**config.mk**
```make
export PLATFORM = sky130hd
export DESIGN_NAME = lvic_top
export DESIGN_NICKNAME = d
export VERILOG_FILES = /design/src/rtl/ivc_pkg.sv /design/src/rtl/ivc_edge_latch.sv /design/src/rtl/ivc_regfile.sv /design/src/rtl/ivc_request.sv /design/src/rtl/lvic_top.sv
export SDC_FILE = /design/constraint.sdc
export NUM_CORES = 1
export LEC_CHECK = 0
export BUFFER_PORTS_ARGS = -buffer_cell sky130_fd_sc_hd__buf_2
export CAP_MARGIN = 10
export CORE_ASPECT_RATIO = 2
export CORE_MARGIN = 4
export CORE_UTILIZATION = 50
export CTS_CLUSTER_SIZE = 10
export DETAILED_ROUTE_END_ITERATION = 16
export PLACE_DENSITY = 0.81
export SKIP_CTS_REPAIR_TIMING = 1
export SLEW_MARGIN = 20
export SYNTH_ARGS = -nofsm -noshare
export SYNTH_HDL_FRONTEND = slang
export SYNTH_SLANG_ARGS = --single-unit
```
**constraint.sdc**
```tcl
create_clock -name clk -period 1.6 [get_ports clk]
set_input_delay 0.32 -clock clk [delete_from_list [all_inputs] [get_ports clk]]
set_output_delay 0.32 -clock clk [all_outputs]
set_load 0.02 [all_outputs]
```
**src/rtl/ivc_pkg.sv**
```systemverilog
// Shared register offsets and control bit positions for the interrupt controller.
// Assumes a 2-bit word offset on the register bus.
package ivc_pkg;
    localparam int ADDR_W        = 2;
    localparam int CTRL_EN_BIT   = 3;
    localparam int CTRL_PEND_BIT = 2;

    typedef enum logic [ADDR_W-1:0] {
        REG_CTRL = 2'd0,
        REG_MASK = 2'd1,
        REG_PEND = 2'd2,
        REG_VEC  = 2'd3
    } reg_sel_e;
endpackage

```
**src/rtl/ivc_edge_latch.sv**
```systemverilog
// Per-line edge detector and sticky latch.
// Assumes the input lines are already synchronous to clk. The latches are not
// reset on purpose: software clears them before it enables interrupts.
module ivc_edge_latch #(
    parameter int N_LINES = 8
) (
    input  logic               clk,
    input  logic [N_LINES-1:0] irq_in,
    input  logic [N_LINES-1:0] edge_pol,
    input  logic [N_LINES-1:0] clr_mask,
    output logic [N_LINES-1:0] latch_q
);
    logic [N_LINES-1:0] prev_q;
    logic [N_LINES-1:0] evt;

    // Keep the last sample of every line for edge detection.
    always_ff @(posedge clk) begin
        prev_q <= irq_in;
    end

    for (genvar i = 0; i < N_LINES; i++) begin : g_line
        // Pick the edge each line reacts to, from its polarity bit.
        always_comb begin
            if (edge_pol[i]) evt[i] = irq_in[i] & ~prev_q[i];
            else             evt[i] = ~irq_in[i] & prev_q[i];
        end

        // Set the latch on an event; a clear only takes effect when no event arrives.
        always_ff @(posedge clk) begin
            latch_q[i] <= evt[i] | (latch_q[i] & ~clr_mask[i]);
        end
    end
endmodule

```
**src/rtl/ivc_regfile.sv**
```systemverilog
// Software-visible registers: control, mask, clear/pending and vector.
// Assumes one-cycle strobes. Read data is registered, and an acknowledge takes
// priority over a read.
module ivc_regfile
    import ivc_pkg::*;
#(
    parameter int N_LINES = 8,
    parameter int DATA_W  = 8
) (
    input  logic               clk,
    input  logic               rst_n,
    input  logic               wr_en,
    input  logic               rd_en,
    input  logic [ADDR_W-1:0]  addr,
    input  logic [DATA_W-1:0]  wdata,
    input  logic               iack,
    input  logic [N_LINES-1:0] pend_vec,
    output logic [DATA_W-1:0]  rdata,
    output logic [N_LINES-1:0] mask_q,
    output logic [DATA_W-1:0]  vec_q,
    output logic               en_q,
    output logic [N_LINES-1:0] clr_mask
);
    logic [DATA_W-1:0] rd_mux;
    reg_sel_e          sel;

    assign sel = reg_sel_e'(addr);

    // Clear pulses come straight from the write data of a clear-register write.
    assign clr_mask = (wr_en && sel == REG_PEND) ? wdata[N_LINES-1:0] : '0;

    // Global enable; reset turns it off.
    always_ff @(posedge clk) begin
        if (!rst_n)                       en_q <= 1'b0;
        else if (wr_en && sel == REG_CTRL) en_q <= wdata[CTRL_EN_BIT];
    end

    // Mask and vector are left undefined by reset; software programs them.
    always_ff @(posedge clk) begin
        if (wr_en && sel == REG_MASK) mask_q <= wdata[N_LINES-1:0];
        if (wr_en && sel == REG_VEC)  vec_q  <= wdata;
    end

    // Select the register being read.
    always_comb begin
        rd_mux = '0;
        case (sel)
            REG_CTRL: begin
                rd_mux[CTRL_EN_BIT]   = en_q;
                rd_mux[CTRL_PEND_BIT] = |pend_vec;
            end
            REG_MASK: rd_mux = DATA_W'(mask_q);
            REG_PEND: rd_mux = DATA_W'(pend_vec);
            REG_VEC:  rd_mux = vec_q;
            default:  rd_mux = '0;
        endcase
    end

    // Register the read data; an acknowledge returns the vector.
    always_ff @(posedge clk) begin
        if (!rst_n)     rdata <= '0;
        else if (iack)  rdata <= vec_q;
        else if (rd_en) rdata <= rd_mux;
    end
endmodule

```
**src/rtl/ivc_request.sv**
```systemverilog
// Turns the pending summary into a one-hot request at the selected level.
// Assumes level 0 means no line is driven.
module ivc_request #(
    parameter int LVL_W = 3
) (
    input  logic                      en,
    input  logic                      pend_any,
    input  logic [LVL_W-1:0]          level_sel,
    output logic [(1<<LVL_W)-2:0]     req_lines
);
    localparam int N_LVL = (1 << LVL_W) - 1;

    for (genvar k = 0; k < N_LVL; k++) begin : g_lvl
        // Drive this level's line when it is selected and a request is live.
        always_comb begin
            req_lines[k] = en & pend_any & (level_sel == LVL_W'(k + 1));
        end
    end
endmodule

```
**src/rtl/lvic_top.sv**
```systemverilog
// Latched vectored interrupt controller: edge latches, mask, enable,
// level-selected request and vector return on acknowledge.
// Assumes inputs are synchronous to clk and strobes last one cycle.
module lvic_top
    import ivc_pkg::*;
#(
    parameter int N_LINES = 8,
    parameter int DATA_W  = 8,
    parameter int LVL_W   = 3
) (
    input  logic                  clk,
    input  logic                  rst_n,
    input  logic                  wr_en,
    input  logic                  rd_en,
    input  logic [1:0]            addr,
    input  logic [DATA_W-1:0]     wdata,
    output logic [DATA_W-1:0]     rdata,
    input  logic [N_LINES-1:0]    irq_in,
    input  logic [N_LINES-1:0]    edge_pol,
    input  logic [LVL_W-1:0]      level_sel,
    input  logic                  iack,
    output logic [(1<<LVL_W)-2:0] req_lines
);
    logic [N_LINES-1:0] latch_q;
    logic [N_LINES-1:0] mask_q;
    logic [N_LINES-1:0] clr_mask;
    logic [N_LINES-1:0] pend_vec;
    logic [DATA_W-1:0]  vec_q;
    logic               en_q;

    // Only unmasked latches are pending.
    assign pend_vec = latch_q & mask_q;

    ivc_edge_latch #(.N_LINES(N_LINES)) u_latch (
        .clk      (clk),
        .irq_in   (irq_in),
        .edge_pol (edge_pol),
        .clr_mask (clr_mask),
        .latch_q  (latch_q)
    );

    ivc_regfile #(.N_LINES(N_LINES), .DATA_W(DATA_W)) u_regs (
        .clk      (clk),
        .rst_n    (rst_n),
        .wr_en    (wr_en),
        .rd_en    (rd_en),
        .addr     (addr),
        .wdata    (wdata),
        .iack     (iack),
        .pend_vec (pend_vec),
        .rdata    (rdata),
        .mask_q   (mask_q),
        .vec_q    (vec_q),
        .en_q     (en_q),
        .clr_mask (clr_mask)
    );

    ivc_request #(.LVL_W(LVL_W)) u_req (
        .en        (en_q),
        .pend_any  (|pend_vec),
        .level_sel (level_sel),
        .req_lines (req_lines)
    );
endmodule

```
# == Yosys cells after proc, flatten, opt, wreduce, memory -nomap -nowiden ==
# Cells that the tools add are included.
# word_totals
ram_bits,0
latchBits,0
n_memories,0
rom_bits,0
input_bits,34
register_bits,41
# op_classes
n_mux,14
magnitude_cmp,0
n_bitwise,65
n_shift,0
eq_ne,10
reduce_logical,7
multipliers,0
n_div,0
addsub,0
# op_table
cell,count
1-bit bitwise AND,32
8-bit 2-to-1 mux,3
1-bit inverter,24
"3-bit == test, second input constant",4
4-bit case mux with 3 select lines,1
8-bit bitwise AND,1
1-bit 2-to-1 mux,8
1-bit OR,8
2-bit case mux with 4 select lines,1
8-bit OR reduction,1
"3-bit by 2-bit == test with 1-bit output, second input constant",2
2-bit case mux with 3 select lines,1
"2-bit == test, second input constant",2
1-bit logical AND,4
"3-bit by 1-bit == test with 1-bit output, second input constant",1
"2-bit by 1-bit == test with 1-bit output, second input constant",1
2-bit zero test,1
2-bit nonzero test,1

# == Logic depth before layout (Yosys ltp) ==
# Gate-level depths: netlist of run 1.
# depth
ltp_word,6
depth_mapped,5
ltp_nobuf,4

# == Hierarchy ==
# A second synthesis of run 1 with hierarchy kept.
# unflattened
hier_cells,175
hier_area_um2,1856.8
# by_module_without_submodules
mod,cells_per_inst,seq_area_each_um2,area_per_inst_um2,n_inst
ivc_regfile,104,660.6,1199.9,1
ivc_edge_latch,48,320.3,521.8,1
lvic_top,11,0.0,73.8,1
ivc_request,12,0.0,61.3,1

# == Least setup slack after synthesis of run 1 ==
# OpenSTA, ideal clock, no wires.
# synth_path
kind,register -> output
from,reg u_latch.latch_q[1]
to,out req_lines[1]
arrival_time_ps,1364
slack_ps,-84
n_path_buf,0
path_stages_with_launch,4
cell_sequence,dfxtp_1 -> a22o_1 -> a2111oi_4 -> nor4b_1
# synth_via
elab_chain_len,4
# synth_rtl
element,line_no,text
start: declaration,ivc_edge_latch.sv:11,output logic [N_LINES-1:0] latch_q
start signal: indexed assignment,ivc_edge_latch.sv:30,latch_q[i] <= evt[i] | (latch_q[i] & ~clr_mask[i]);
8-bit bitwise AND,lvic_top.sv:32,assign pend_vec = latch_q & mask_q;
8-bit OR reduction,lvic_top.sv:60,".pend_any (|pend_vec),"
1-bit bitwise AND (2 in series),ivc_request.sv:16,req_lines[k] = en & pend_any & (level_sel == LVL_W'(k + 1));
end: declaration,lvic_top.sv:22,output logic [(1<<LVL_W)-2:0] req_lines
# No other way between the ends.

# == Worst setup path in the final report of run 1 ==
# layout_path
from,reg u_regs.mask_q[0]
to,out req_lines[1]
# layout_via
elab_chain_len,4
# layout_rtl
element,line_no,text
start: declaration,ivc_regfile.sv:19,"output logic [N_LINES-1:0] mask_q,"
start signal: assignment,ivc_regfile.sv:40,if (wr_en && sel == REG_MASK) mask_q <= wdata[N_LINES-1:0];
8-bit bitwise AND,lvic_top.sv:32,
8-bit OR reduction,lvic_top.sv:60,
1-bit bitwise AND (2 in series),ivc_request.sv:16,
# No other way between the ends.

==> flow_summary.json, run 1 <==
{
  "status": "finished, violations left",
  "violations": "setup timing",
  "final_hold_viol_count": 0,
  "grt_pass1_wl_um": 6450,
  "multi_input_area_sq_um": 726,
  "ctsRootBufferMaster": "clkbuf_8",
  "seq_area_sq_um": 981,
  "ys_seq_elements": 41,
  "placedInstanceArea_sq_mm": 0.00202,
  "wl_per_cell_um": 15.6,
  "synth_cell_types": 34,
  "drc": 0,
  "place.gp.congestion": 0.809,
  "drt-initial-drc-count": 32,
  "finalCritPeriodShare": 1.20,
  "grt.met1_usage": 0.193,
  "grt_usage": 0.185,
  "routed-via-count": 1373,
  "rows": 29,
  "netlist_instances": 144,
  "ys_warn_count": 0,
  "ff2ff_setup_slack_ns": 0.22,
  "avgViaCountPerCell": 5.77,
  "antenna_found_initial": 0,
  "cts.sinks": 41,
  "maxCapViolCount": 0,
  "min_from": "irq_in[2]",
  "core-area_sq_mm": 0.00323,
  "worstPathMaxFanout": 8,
  "dp_cells": 227,
  "tritoncts": "built",
  "dp_hpwl_um": 2890,
  "slew_violations": 0,
  "clock_path_buffers": 2,
  "p_total_mw": 2.13,
  "grt.busiest_layer": "met2",
  "vdd_drop_max_uv": 830,
  "io_buffers": 48,
  "grt_pass1_vias": 1455,
  "utilization": 0.667,
  "final_layout_size_suffix_gt1_frac": 0.396,
  "syn-num-nets": 178,
  "grt-ovfl-total": 0,
  "chipWidth_um": 49.4,
  "timing.rr.start": "u_regs.mask_q[0]",
  "cp_cell_sequence": "a22oi_2 > nand2_2 > a2111oi_4 > buf_6 > nor4b_1 > buf_2",
  "cp.required_ns": 1.28,
  "arrival_ns": 1.61,
  "holdPathStages": 1,
  "r2r-end": "u_regs.rdata[2]",
  "setup_viol": 7,
  "leakage_nw": 0.892,
  "netlist_area_sq_mm": 0.00171,
  "antennaDiodeCount": 0,
  "start_kind": "flip-flop",
  "yosysSeqAreaShare": 0.574,
  "cts_buffers": 5,
  "fin_cells": 238,
  "dieHeight_um": 90.7,
  "use_met2": 0.328,
  "fin_nets": 240,
  "crit_slowest_cell": "edfxtp_1",
  "rsz0062_at_grt": "true",
  "htree_num_levels": 2,
  "min_path_type": "in -> reg",
  "area_growth_pct": 25.9,
  "ant_nets": 0,
  "grt_start_max_net_pins": 14,
  "setup_slack_ns": -0.326,
  "wirelength_um": 3710,
  "io_pins": 49,
  "r2r_cells": 6,
  "final_cell_area_sq_mm": 0.00215,
  "max_freq_mhz": 519,
  "min_to": "u_latch.prev_q[2]",
  "first_pass_iters": 4,
  "clk_pin_slew_worst_paths_ns": 0.08,
  "fillers": 239,
  "cp-end-kind": "primary output",
  "crit_type": "reg -> out",
  "die_area_sq_mm": 0.00448,
  "cellPowerDensity_mw_per_mm2": 990,
  "start_util": 0.530,
  "relSlewSlack": 0.662,
  "max_stage_delay_ns": 0.42,
  "tightest_slew_ns": 0.505,
  "fin_setup_tns_ns": -2.25,
  "grtUsageMet3": 0.0496,
  "clock_skew_ns": 0.00826,
  "synth_area_per_cell_sq_um": 11.9,
  "period_needed_ns": 1.93,
  "clkLatencyLatePin_ns": 0.29
}
[where the power goes]
part | switching, mW | internal (mW)
sequential | 0.0443 | 1.16
clock | 0.349 | 0.301
combinational | 0.138 | 0.144
total | 0.531 | 1.60
[worst max-delay path: cells and delay by family (launching register included)]
kind / cells / cell delay (ns)
flops: 1 / 0.42
compound gates: 2 / 0.41
buf+inv: 2 / 0.34
simple gates: 2 / 0.15
[cell type report]
type | count | share of cell area
sequential | 41 | 0.456
multi-input combinational | 99 | 0.337
timing repair buffer | 57 | 0.146
clock buffer | 5 | 0.0320
tap | 31 | 0.0180
clock inverter | 3 | 0.00813
inverter | 2 | 0.00349
[layer usage]
layer | vias up | part of all wire
li1 | 676 | -
met1 | 638 | 0.37
met2 | 48 | 0.54
met3 | 11 | 0.056
met4 | 0 | 0.028
met5 | - | 0
[cells in the final DEF (no fill, tap or decap), types with 2 or more instances in the layout]
cell / n
a22oi_2: 2
clkbuf_8: 5
nor2b_1: 8
dfxtp_1: 25
nand3_1: 2
o31ai_1: 2
nor2_1: 5
buf_2: 47
a21boi_0: 6
nor4b_1: 4
a21o_2: 6
inv_1: 2
nand2_1: 23
a221o_1: 8
and3_2: 2
clkinv_2: 2
nor3b_1: 6
edfxtp_1: 16
buf_4: 9
a32oi_1: 6
[metrics by stage]
stage | worst slack (ns) | hold WS [ns]
after global placement | -0.00530 | 0.440
after floorplan | -0.0836 | 0.348
after CTS | -0.380 | 0.147
after global routing | -0.430 | 0.139
final | -0.326 | 0.150
after detailed placement | -0.0553 | 0.454
[cell families after synthesis]
group,Yosys count,synth area share
multiplexers,2,0.0212
buffers and inverters,4,0.0132
AO/OA/AOI/OAI,38,0.198
AND/OR/NAND/NOR,59,0.194
flip-flops,41,0.574
[worst max path at each step]
stage                            start      endpoint  slack (ns)  cells past startpoint
floorplan           u_latch.latch_q[1]  req_lines[1]       -0.08                      3
global placement      u_regs.mask_q[1]  req_lines[6]      -0.005                      5
detailed placement    u_regs.mask_q[0]  req_lines[0]       -0.06                      6
CTS                   u_regs.mask_q[0]  req_lines[0]       -0.38                      6
global route          u_regs.mask_q[5]  req_lines[0]       -0.43                      6
finish                u_regs.mask_q[0]  req_lines[1]       -0.33                      6
[state kept, by name, summed over array words and instances (netlist names)]
signal and count:
u_latch.latch_q 8, u_latch.prev_q 8, u_regs.en_q 1, u_regs.mask_q 8, u_regs.rdata 8, u_regs.vec_q 8
[Yosys cell counts]
cell / instances / area (sq um)
a21boi_0: 6 / 45.0
a221o_1: 8 / 80.1
a21boi_2: 1 / 11.3
nor4bb_1: 2 / 20.0
nand2b_1: 1 / 6.26
a2111oi_4: 1 / 27.5
a22o_1: 1 / 8.76
nor4_1: 1 / 6.26
buf_4: 2 / 15.0
edfxtp_1: 16 / 480
a21oi_1: 1 / 5.00
nor2_1: 5 / 18.8
mux2i_1: 1 / 10.0
and3_2: 2 / 15.0
inv_1: 2 / 7.51
o21ai_0: 1 / 5.00
and2b_4: 1 / 10.0
nand3_1: 2 / 10.0
and3b_1: 1 / 8.76
nor2b_1: 8 / 50.1
mux4_1: 1 / 26.3
nor4b_1: 4 / 35.0
a21boi_1: 1 / 7.51
nand2_1: 24 / 90.1
a32oi_1: 6 / 52.6
dfxtp_1: 25 / 500
and2_2: 1 / 7.51
nor3b_1: 6 / 45.0
a21o_2: 6 / 52.6
a31oi_1: 1 / 6.26
and2_4: 1 / 8.76
a22oi_1: 2 / 15.0
o211ai_1: 1 / 7.51
o31ai_1: 2 / 15.0
(Power assumes the default switching activity.)
==> run 2: changes to the inputs <==
CTS_BUF_LIST = sky130_fd_sc_hd__clkbuf_16   (was default)
SETUP_SLACK_MARGIN = 0.5   (was default)
==> run 2 against run 1 <==
The flow still finishes with violations (setup timing). Register-to-register slack worse by 0.06 ns. Critical path type unchanged. Sequential share of layout area is 2.8 points lower. Sequential power hardly changed. Combinational power is 2% higher. Clock skew is 0.0035 ns lower. Clock power is 100% higher. Total power is 31% higher. Critical path depth is 1 lower. Die area stayed put. First-iteration DRC count is 6.3% lower. Wire length is 12% higher.
==> flow_summary.json, run 2 (synthesis results as in run 1) <==
{
  "final_hold_viol_count": 0,
  "drc": 0,
  "io_buffers": 48,
  "crit_type": "reg -> out",
  "chipWidth_um": 49.4,
  "period_needed_ns": 1.97,
  "switching_share": 0.212,
  "clkLatencyLatePin_ns": 0.28,
  "start_util": 0.530,
  "grt_pass1_vias": 1448,
  "clock_path_buffers": 2,
  "dp_hpwl_um": 3090,
  "wl_met3_um": 253,
  "timing.rr.start": "u_regs.mask_q[1]",
  "setup_viol": 7,
  "comb_power_share": 0.103,
  "violations": "setup timing",
  "p_total_mw": 2.80,
  "vdd_drop_max_uv": 1450,
  "cp.required_ns": 1.28,
  "htree_num_levels": 2,
  "p_sw_mw": 0.593,
  "worstPathMaxFanout": 8,
  "startpoint": "u_regs.mask_q[1]",
  "grt_pass1_wl_um": 6320,
  "cts_buffers": 5,
  "routed-via-count": 1436,
  "status": "finished, violations left",
  "arrival_ns": 1.65,
  "wirelength_met1_um": 1350,
  "first_pass_iters": 4,
  "utilization": 0.714,
  "avgViaCountPerCell": 6.08,
  "grt_start_max_net_pins": 15,
  "slew_violations": 0,
  "dieHeight_um": 90.7,
  "cp-end-kind": "primary output",
  "ctsRootBufferMaster": "clkbuf_16",
  "ff2ff_setup_slack_ns": 0.16,
  "place.gp.congestion": 0.847,
  "start_kind": "flip-flop",
  "ant_nets": 0,
  "placedInstanceArea_sq_mm": 0.00201,
  "cellPowerDensity_mw_per_mm2": 1210,
  "grt_usage": 0.188,
  "max_freq_mhz": 509,
  "relSlewSlack": 0.762,
  "clockPowerShare": 0.464,
  "io_pins": 49,
  "rsz0062_at_grt": "true",
  "min_from": "irq_in[5]",
  "tritoncts": "built",
  "min_path_type": "in -> reg",
  "final_cell_area_sq_mm": 0.00231,
  "cts.sinks": 41,
  "area_growth_pct": 34.9,
  "core-area_sq_mm": 0.00323,
  "antenna_found_initial": 0,
  "rows": 29,
  "wl_per_cell_um": 17.6,
  "tightest_slew_ns": 0.354,
  "grt-ovfl-total": 0,
  "clk_pin_slew_worst_paths_ns": 0.06,
  "drt-initial-drc-count": 30,
  "leakage_nw": 0.949,
  "internal_power_mw": 2.20,
  "clock_skew_ns": 0.00476,
  "final_cell_mix": "37 x buf_2, 23 x nand2_1, 20 x dfxtp_1, 16 x edfxtp_1, 15 x buf_4",
  "maxCapViolCount": 0,
  "p_seq_frac": 0.433,
  "dp_slack_ns": -0.0556,
  "wl_met2_um": 2380,
  "fillers": 234,
  "die_area_sq_mm": 0.00448,
  "wirelength_um": 4160,
  "fin_nets": 238,
  "maxUsedRoutingLayer": "met4",
  "final_layout_size_suffix_gt1_frac": 0.449,
  "antennaDiodeCount": 0,
  "finalHoldWorstSlack_ns": 0.165,
  "finalCritPeriodShare": 1.23,
  "setup_slack_ns": -0.365,
  "final_common_cell": "buf_2"
}
[run 2: cell types whose count changed in the layout (fill, tap and decap cells not counted), moves of 2 or more]
cell,delta
nor4b_1,-3
dfxtp_2,+5
dfxtp_1,-5
buf_2,-10
nor2b_1,-2
bufinv_16,+2
clkinv_2,-2
buf_4,+6
clkbuf_16,+5
nor4b_2,+3
clkbuf_8,-5
[run 2: final cells by class]
class,instances,area [sq um],area share
Clock buffer,5,125,0.0542
Multi-Input combinational cell,99,752,0.326
Tap cell,31,38.8,0.0168
Clock inverter,3,68.8,0.0298
Timing Repair Buffer,55,328,0.142
Inverter,2,7.51,0.00325
Sequential cell,41,987,0.428
[run 2: path summary, 6_finish.rpt]
path                             to  depth (start not counted)
setup / recovery       req_lines[3]                          5
hold / removal    u_latch.prev_q[5]                          1
setup reg to reg    u_regs.rdata[2]                          5
hold reg to reg     u_regs.rdata[6]                          2
[run 2: worst max-delay path, cell delays in order (launching register included)]
cell,delay (ns)
edfxtp_1,0.40
a22o_1,0.27
a2111oi_4,0.29
buf_6,0.18
nor4_1,0.06
buf_2,0.16
[run 2: power groups by stage]
stage,registers [mW],logic (mW),clock network [mW]
2_1_floorplan,1.23,0.136,0
3_3_place_gp,1.22,0.244,0
3_5_place_dp,1.23,0.260,0
4_1_cts,1.21,0.261,1.31
5_1_grt,1.22,0.314,1.36
6_report,1.21,0.289,1.30
[run 2: through the flow]
stage	cells	TNS [ns]
finish	236	-2.52
global route	236	-3.15
CTS	232	-2.64
detailed placement	224	-0.362
global placement	224	-0.126
floorplan	144	-0.213
[run 2: metal layers]
layer / vias up / GRT usage
met5: - / 0
met4: 0 / 0.128
met3: 18 / 0.0579
met2: 59 / 0.349
met1: 687 / 0.160
li1: 672 / -
==> run 3: changes to the inputs <==
CORE_ASPECT_RATIO = default   (was 2)
==> run 3 against run 2 <==
The flow still finishes with violations (setup timing). Via count fell by 0.35%. Critical path depth unchanged. Sequential cell count did not move. Final cell count grew 7.6%. Die area fell by 1.3%. Critical path type unchanged. Largest cell class unchanged. Highest routed layer unchanged.
==> flow_summary.json, run 3 (synthesis results as in run 1) <==
{
  "status": "finished, violations left",
  "violations": "setup timing",
  "timing.rr.start": "u_regs.mask_q[1]",
  "wirelength_um": 4100,
  "cellPowerDensity_mw_per_mm2": 1050,
  "io_pins": 49,
  "grt_start_max_net_pins": 13,
  "final_cell_area_sq_mm": 0.00232,
  "final_hold_viol_count": 0,
  "setup_viol": 7,
  "start_util": 0.542,
  "area_growth_pct": 35.9,
  "clock_path_buffers": 2,
  "fin_nets": 244,
  "place.gp.congestion": 0.780,
  "ff2ff_setup_slack_ns": 0.25,
  "finalHoldWorstSlack_ns": 0.169,
  "ant_nets": 0,
  "tightest_slew_ns": 0.339,
  "crit_slowest_cell": "edfxtp_1",
  "drc": 0,
  "min_from": "irq_in[2]",
  "die_area_sq_mm": 0.00442,
  "start_kind": "flip-flop",
  "wirelength_met1_um": 1520,
  "clkLatencyLatePin_ns": 0.28,
  "cp-end-kind": "primary output",
  "grt_pass1_wl_um": 6380,
  "cp_cell_sequence": "a22o_1 > a2111oi_4 > buf_6 > nor4bb_1 > buf_2",
  "dp_hpwl_um": 2980,
  "wl_per_cell_um": 16.1,
  "maxUsedRoutingLayer": "met4",
  "max_stage_delay_ns": 0.39,
  "ctsRootBufferMaster": "clkbuf_16",
  "cts.sinks": 41,
  "setup_slack_ns": -0.346,
  "cts_buffers": 5,
  "max_freq_mhz": 514,
  "holdPathStages": 1,
  "dieHeight_um": 66.5,
  "min_path_type": "in -> reg",
  "maxCapViolCount": 0,
  "antennaDiodeCount": 0,
  "utilization": 0.737,
  "arrival_ns": 1.63,
  "relSlewSlack": 0.773,
  "vdd_drop_max_uv": 917,
  "core-area_sq_mm": 0.00315,
  "rsz0062_at_grt": "true",
  "wl_met3_um": 247,
  "placedInstanceArea_sq_mm": 0.00207,
  "first_pass_iters": 4,
  "final_cell_mix": "35 x buf_2, 23 x nand2_1, 23 x buf_4, 21 x dfxtp_1, 16 x edfxtp_1",
  "wl_met2_um": 2270,
  "drt-initial-drc-count": 36,
  "r2r_cells": 4,
  "finalCritPeriodShare": 1.22,
  "tritoncts": "built",
  "min_to": "u_latch.prev_q[2]",
  "period_needed_ns": 1.95,
  "clock_skew_ns": 0.00603,
  "routed-via-count": 1431,
  "grt-ovfl-total": 0,
  "io_buffers": 48,
  "r2r-end": "u_regs.rdata[2]",
  "grt_pass1_vias": 1424,
  "slew_violations": 0,
  "cp.required_ns": 1.28,
  "final_layout_size_suffix_gt1_frac": 0.452,
  "crit_type": "reg -> out",
  "chipWidth_um": 66.5,
  "htree_num_levels": 2,
  "antenna_found_initial": 0,
  "worstPathMaxFanout": 8,
  "final_common_cell": "buf_2",
  "rows": 20,
  "leakage_nw": 0.958,
  "grt_usage": 0.198,
  "avgViaCountPerCell": 5.63,
  "clk_pin_slew_worst_paths_ns": 0.06
}
==> run 3: worst max-delay path by stage <==
stage                            start  depth (start not counted)  slack [ns]      endpoint
floorplan           u_latch.latch_q[1]                          3       -0.06  req_lines[0]
global placement      u_regs.mask_q[1]                          5       -0.03  req_lines[6]
detailed placement    u_regs.mask_q[1]                          5       -0.06  req_lines[6]
CTS                   u_regs.mask_q[1]                          5       -0.36  req_lines[5]
global route          u_regs.mask_q[7]                          6       -0.42  req_lines[2]
finish                u_regs.mask_q[1]                          5       -0.35  req_lines[6]
==> run 3: stage by stage <==
stage | TNS (ns) | worst slack [ns] | cells | power (mW)
2_1_floorplan | -0.213 | -0.0616 | 144 | 1.36
3_5_place_dp | -0.418 | -0.0620 | 243 | 1.50
3_3_place_gp | -0.155 | -0.0269 | 243 | 1.48
6_report | -2.41 | -0.346 | 254 | 2.43
4_1_cts | -2.54 | -0.365 | 250 | 2.41
5_1_grt | -2.89 | -0.416 | 254 | 2.54
==> run 3: area by class of cell <==
cell class / count / area (sq um)
Clock buffer: 5 / 125
Clock inverter: 2 / 8.76
Fill cell: 231 / 828
Inverter: 2 / 7.51
Multi-Input combinational cell: 99 / 761
Sequential cell: 41 / 986
Tap cell: 44 / 55.1
Timing Repair Buffer: 61 / 382
==> run 3: worst max-delay path: cells and delay by family (launching register included) <==
kind,cells,cell delay [ns]
AO/OA/AOI/OAI,2,0.56
buffers and inverters,2,0.35
flip-flops,1,0.39
AND/OR/NAND/NOR,1,0.05
==> run 3: per-layer routing <==
layer,vias up,GRT usage
li1,684,-
met1,684,0.204
met2,53,0.366
met3,10,0.0641
met4,0,0.0787
met5,-,0
==> run 3: where the power goes <==
| group | switching (mW) | total (mW) | internal, mW |
|---|---|---|---|
| clock | 0.358 | 0.917 | 0.559 |
| sequential | 0.0461 | 1.21 | 1.16 |
| combinational | 0.148 | 0.310 | 0.163 |
